===== config.mk =====
export PLATFORM = sky130hd
export DESIGN_NAME = psd_divider
export DESIGN_NICKNAME = d
export VERILOG_FILES = /design/src/rtl/psd_pkg.sv /design/src/rtl/psd_prescaler.sv /design/src/rtl/psd_swallow_ctr.sv /design/src/rtl/psd_main_ctr.sv /design/src/rtl/psd_divider.sv
export SDC_FILE = /design/constraint.sdc
export NUM_CORES = 1
export LEC_CHECK = 0
export CORE_UTILIZATION = 54
export DETAILED_ROUTE_END_ITERATION = 6
export DONT_BUFFER_PORTS = 1
export GPL_TIMING_DRIVEN = 0
export PLACE_DENSITY = 0.73
export SLEW_MARGIN = 20
export SYNTH_ARGS = -nofsm -noshare
export SYNTH_HDL_FRONTEND = slang
export SYNTH_HIERARCHICAL = 1
export SYNTH_SLANG_ARGS = --single-unit

===== constraint.sdc =====
create_clock -name clk_vco -period 8.8 [get_ports clk_vco]
set_clock_uncertainty 0.1 [all_clocks]
set_input_delay 1.32 -clock clk_vco [delete_from_list [all_inputs] [get_ports clk_vco]]
set_output_delay 1.32 -clock clk_vco [all_outputs]
set_load 0.005 [all_outputs]

===== src/rtl/psd_pkg.sv =====
// Package: shared defaults for the pulse-swallow divider.
// Assumes the prescaler pair values are powers of two or any value >= 4.
package psd_pkg;
    localparam int A_W_DEF     = 7;
    localparam int B_W_DEF     = 11;
    localparam int P_SMALL_DEF = 64;
    localparam int P_LARGE_DEF = 128;
endpackage


===== src/rtl/psd_prescaler.sv =====
// Dual-modulus prescaler model: emits a one-cycle tick every P or P+1
// input cycles. Assumes sel_small and mod_hi change only on tick edges.
module psd_prescaler #(
    parameter int P_SMALL = 64,
    parameter int P_LARGE = 128
) (
    input  logic clk,
    input  logic rst_n,
    input  logic sel_small,
    input  logic mod_hi,
    output logic tick
);
    localparam int CW = $clog2(P_LARGE + 2);
    localparam logic [CW-1:0] LAST_SMALL = CW'(P_SMALL - 1);
    localparam logic [CW-1:0] LAST_LARGE = CW'(P_LARGE - 1);

    logic [CW-1:0] cnt;
    logic [CW-1:0] last_val;

    // Pick the terminal count for the current modulus.
    always_comb begin
        last_val = sel_small ? LAST_SMALL : LAST_LARGE;
        if (mod_hi) last_val = last_val + CW'(1);
    end

    assign tick = (cnt == last_val);

    // Count input cycles and wrap at the terminal count.
    always_ff @(posedge clk) begin
        if (!rst_n)    cnt <= '0;
        else if (tick) cnt <= '0;
        else           cnt <= cnt + CW'(1);
    end


    cnt_bound_chk: assert property (@(posedge clk) disable iff (!rst_n)
        cnt <= CW'(P_LARGE));
endmodule


===== src/rtl/psd_swallow_ctr.sv =====
// Swallow counter: holds modulus control high for the first A prescaler
// periods after each reload. Assumes A <= B so it empties before reload.
module psd_swallow_ctr #(
    parameter int A_W = 7
) (
    input  logic           clk,
    input  logic           rst_n,
    input  logic           tick,
    input  logic           reload,
    input  logic [A_W-1:0] a_load,
    output logic           mod_hi
);
    logic [A_W-1:0] a_cnt;

    // Load at reset or reload, count down once per prescaler period.
    always_ff @(posedge clk) begin
        if (!rst_n)                    a_cnt <= a_load;
        else if (reload)               a_cnt <= a_load;
        else if (tick && a_cnt != '0)  a_cnt <= a_cnt - A_W'(1);
    end

    assign mod_hi = (a_cnt != '0);


    a_hold_chk: assert property (@(posedge clk) disable iff (!rst_n)
        !tick |=> $stable(a_cnt));
endmodule


===== src/rtl/psd_main_ctr.sv =====
// Main counter: counts B prescaler periods and flags the last one.
// Assumes B >= 3; the flag doubles as the reload strobe for the block.
module psd_main_ctr #(
    parameter int B_W = 11
) (
    input  logic           clk,
    input  logic           rst_n,
    input  logic           tick,
    input  logic [B_W-1:0] b_load,
    output logic           wrap
);
    logic [B_W-1:0] b_cnt;

    assign wrap = tick && (b_cnt == B_W'(1));

    // Load at reset or wrap, count down once per prescaler period.
    always_ff @(posedge clk) begin
        if (!rst_n)     b_cnt <= b_load;
        else if (wrap)  b_cnt <= b_load;
        else if (tick)  b_cnt <= b_cnt - B_W'(1);
    end


    b_nonzero_chk: assert property (@(posedge clk) disable iff (!rst_n)
        b_cnt != '0);
endmodule


===== src/rtl/psd_divider.sv =====
// Top: pulse-swallow divider with prescaler model. Divides clk_vco by
// P*B + A. Settings are sampled only at reset and at each reload.
module psd_divider
    import psd_pkg::*;
#(
    parameter int A_W     = A_W_DEF,
    parameter int B_W     = B_W_DEF,
    parameter int P_SMALL = P_SMALL_DEF,
    parameter int P_LARGE = P_LARGE_DEF
) (
    input  logic           clk_vco,
    input  logic           rst_n,
    input  logic [A_W-1:0] swallow_val,
    input  logic [B_W-1:0] main_val,
    input  logic           pre_sel_small,
    output logic           mod_ctl,
    output logic           div_out
);
    logic pre_tick;
    logic wrap;
    logic sel_q;

    // Latch the prescaler pair choice at the reload boundary only.
    always_ff @(posedge clk_vco) begin
        if (!rst_n || wrap) sel_q <= pre_sel_small;
    end

    // Register the output pulse on the reload edge.
    always_ff @(posedge clk_vco) begin
        if (!rst_n) div_out <= 1'b0;
        else        div_out <= wrap;
    end

    psd_prescaler #(.P_SMALL(P_SMALL), .P_LARGE(P_LARGE)) pre_i (
        .clk(clk_vco), .rst_n(rst_n), .sel_small(sel_q),
        .mod_hi(mod_ctl), .tick(pre_tick));

    psd_swallow_ctr #(.A_W(A_W)) swl_i (
        .clk(clk_vco), .rst_n(rst_n), .tick(pre_tick), .reload(wrap),
        .a_load(swallow_val), .mod_hi(mod_ctl));

    psd_main_ctr #(.B_W(B_W)) main_i (
        .clk(clk_vco), .rst_n(rst_n), .tick(pre_tick),
        .b_load(main_val), .wrap(wrap));


    pulse_width_chk: assert property (@(posedge clk_vco) disable iff (!rst_n)
        div_out |=> !div_out);


    mod_fall_chk: assert property (@(posedge clk_vco) disable iff (!rst_n)
        $fell(mod_ctl) |-> $past(pre_tick));
endmodule


==> flow_metrics.py <==
metrics = {
    "run_status": {
        "outcome": "finished, violations left",
        "violations": "DRC",
    },
    "worst_setup_path": {
        "crit_type": "flip-flop to flip-flop",
        "cp-end-kind": "flip-flop",
        "ff2ff_path_depth": 11,
        "crit_fanout": 10,
        "regToRegStartpoint": "swl_i/a_cnt[2]$_DFFE_PP_",
        "cp-startpoint": "swl_i/a_cnt[2]$_DFFE_PP_",
        "cp.required_ns": 8.72,
        "start_kind": "flip-flop",
        "worst_ep_arrival_time_ns": 3.86,
    },
    "die": {
        "die_w_um": 56.9,
        "dieArea_mm2": 0.00323,
        "initial_core_util_pct": 57.9,
        "core_mm2": 0.00281,
        "io_pins": 23,
        "die_y_um": 56.9,
        "rows": 19,
    },
    "clock_network": {
        "clock_latency_ns": 0.33,
        "cts.htree.levels": 1,
        "clock-root-buffer": "clkbuf_4",
        "postCtsSetupBuffers": 0,
        "cts_buffers": 3,
        "cts_num_sinks": 28,
        "ctsResizeCount": 0,
        "path_clk_slew_ns": 0.15,
        "cts_tree": "built",
        "postCtsHoldBufs": 0,
        "cts_buffer_depth": 2,
    },
    "timing": {
        "worst_slack_ns": 4.86,
        "slew_headroom_pct": 64.8,
        "worst_pin_slew_ns": 0.529,
        "finalHoldViolCount": 0,
        "rsz0062_at_grt": "no",
        "setup_viol": 0,
        "final.setup.tns_ns": 0,
        "fmax_ghz": 0.254,
        "min_period_over_period_pct": 44.8,
        "drv_slew": 0,
        "layout_min_cycle_time_ns": 3.94,
    },
    "synth": {
        "syn_nets": 185,
        "synth-seq-cells": 28,
        "muxShareOfSynthArea_pct": 1.39,
        "syn_inst": 158,
        "seq_area_frac_synth_pct": 46.2,
        "synth_top_family_by_area": "simple AND/OR/NAND/NOR gates",
        "ys.flop_type": "edfxtp_1",
        "synth-compound-area-share_pct": 15.4,
        "synth-xor-area-share_pct": 8.62,
        "synth_edf_count": 19,
        "synth_area_leaders": "edfxtp_1, dfxtp_1, xnor2_1",
        "synth_top_area_cell": "edfxtp_1",
        "synth_area_mm2": 0.00163,
        "ys_warn_count": 6,
        "syn_avg_cell_area_um2": 10.3,
        "synthAdderAreaFrac_pct": 4.62,
        "yosysUniqueCellTypes": 42,
        "async_reset_ff_share_pct": 0,
        "yosys-top-cells-count": "edfxtp_1, nand2_1, o21ai_0, xnor2_1",
        "synth_top_area_share_pct": 35.1,
        "synth-simple-area-share_pct": 20.6,
    },
    "job": {
        "cap_viol_max_count": 0,
    },
    "cells_and_area": {
        "nFillCells": 245,
        "syn_to_final_growth_pct": 4.62,
        "num-nets-final": 190,
        "antennaDiodeCount": 0,
        "fin_util_pct": 60.6,
        "drive_gt1_share_pct": 9.26,
    },
    "detailed_routing": {
        "route.met3.wl_um": 126,
        "wl_met2_um": 1370,
        "ant_nets": 0,
        "first_iter_violations": 54,
        "dr.pass1.iters": 6,
        "drc": 4,
        "drt-total-wl_um": 2810,
        "wl_met1_um": 1300,
        "routed.top_layer": "met4",
        "vias": 1164,
        "avgViaCountPerCell": 6.03,
        "wl_per_cell_um": 14.6,
    },
    "place": {
        "gp_congestion": 0.814,
        "dpl.hpwl_um": 2100,
        "port_buffers": 0,
        "dp_slack_ns": 4.86,
    },
    "power": {
        "vdd_drop_max_mv": 0.0901,
        "cellPowerDensity_mw_per_mm2": 169,
        "power_leakage_nw": 0.604,
    },
    "global_route": {
        "grt-ovfl-total": 0,
        "grt_pass1_vias": 1140,
        "grt_max_degree": 16,
        "track_usage_pct": 19.5,
        "grt_pass1_wl_um": 4880,
        "antenna_found_initial": 0,
    },
    "min_path": {
        "hold_path_startpoint": "pre_i/cnt[0]$_SDFF_PP0_",
        "hold_path_class": "flip-flop to flip-flop",
        "holdPathStages": 1,
    },
}
==> final cells by class <==
| type | instances | area (um^2) | area share (%) |
|---|---|---|---|
| plain buffers | 3 | 18.8 | 1.10 |
| multi-input cells | 118 | 822 | 48.3 |
| clock buffers | 4 | 36.3 | 2.13 |
| inverters | 9 | 33.8 | 1.99 |
| well taps | 31 | 38.8 | 2.28 |
| flip-flops and latches | 28 | 751 | 44.2 |
==> path summary, 6_finish.rpt <==
| kind | endpoint | slack, ns |
|---|---|---|
| min | pre_i/cnt[0]$_SDFF_PP0_ | 0.43 |
| max reg2reg | swl_i/a_cnt[1]$_DFFE_PP_ | 4.86 |
| max | swl_i/a_cnt[1]$_DFFE_PP_ | 4.86 |
| min reg2reg | pre_i/cnt[0]$_SDFF_PP0_ | 0.43 |
==> state kept, by name (all words and copies together), names as in the netlist <==
signal and flops:
swl_i/a_cnt 7, sel_q 1, pre_i/cnt 8, main_i/b_cnt 11, div_out 1
==> metrics by stage <==
stage	instance area (um^2)	total power, W	std cells	hold slack (ns)
global route	1700	0.000300	193	0.465
global placement	1660	0.000223	189	0.392
detailed placement	1660	0.000226	189	0.407
floorplan	1630	0.000214	158	0.367
finish	1700	0.000287	193	0.426
CTS	1700	0.000289	193	0.427
==> routing by layer <==
| metal | vias to the layer above | global-route usage, % |
|---|---|---|
| li1 | 588 | - |
| met1 | 551 | 23.9 |
| met2 | 23 | 33.8 |
| met3 | 2 | 2.53 |
| met4 | 0 | 9.06 |
| met5 | - | 0 |
==> power breakdown <==
part           internal [W]  switching (W)  total (W)
registers          0.000158      0.0000148   0.000173
clock network     0.0000253      0.0000375  0.0000628
logic             0.0000233      0.0000276  0.0000509
total              0.000207      0.0000800   0.000287
==> critical path, cell delays in order (launching register included) <==
cell,delay [ns]
edfxtp_1,0.53
nor4_1,0.31
nand3b_1,0.33
ha_1,0.40
xor2_1,0.17
a211oi_4,0.30
and2_1,0.22
and3b_1,0.18
and4_1,0.27
nand2b_1,0.20
clkbuf_1,0.34
a21o_1,0.31
==> layout by cell type (no fill, tap or decap), drive strengths merged, types with 2 or more instances in the layout <==
cell    count
nand2      19
xor2        6
nor2        6
or3         4
edfxtp     19
o211ai      2
nor4        3
a21o        2
nand3       4
clkbuf      5
a221oi      2
a21oi       4
xnor2      10
buf         2
or4         4
a211oi      4
nand2b      3
inv         9
ha          6
nor3b       3
dfxtp       9
and2        2
nand3b      2
o21ai      20
==> logic make-up (layout without fill, tap and decap cells) <==
| group | count (synthesis) | in the layout |
|---|---|---|
| xor gates and xnor gates | 16 | 16 |
| and+or+nand+nor | 57 | 57 |
| AOI/OAI and AO/OA | 38 | 38 |
| muxes | 1 | 1 |
| adders and majority gates | 6 | 6 |
| DFF | 28 | 28 |
| buffers and inverters | 12 | 16 |
No activity file was read; power rests on OpenSTA's default activity.
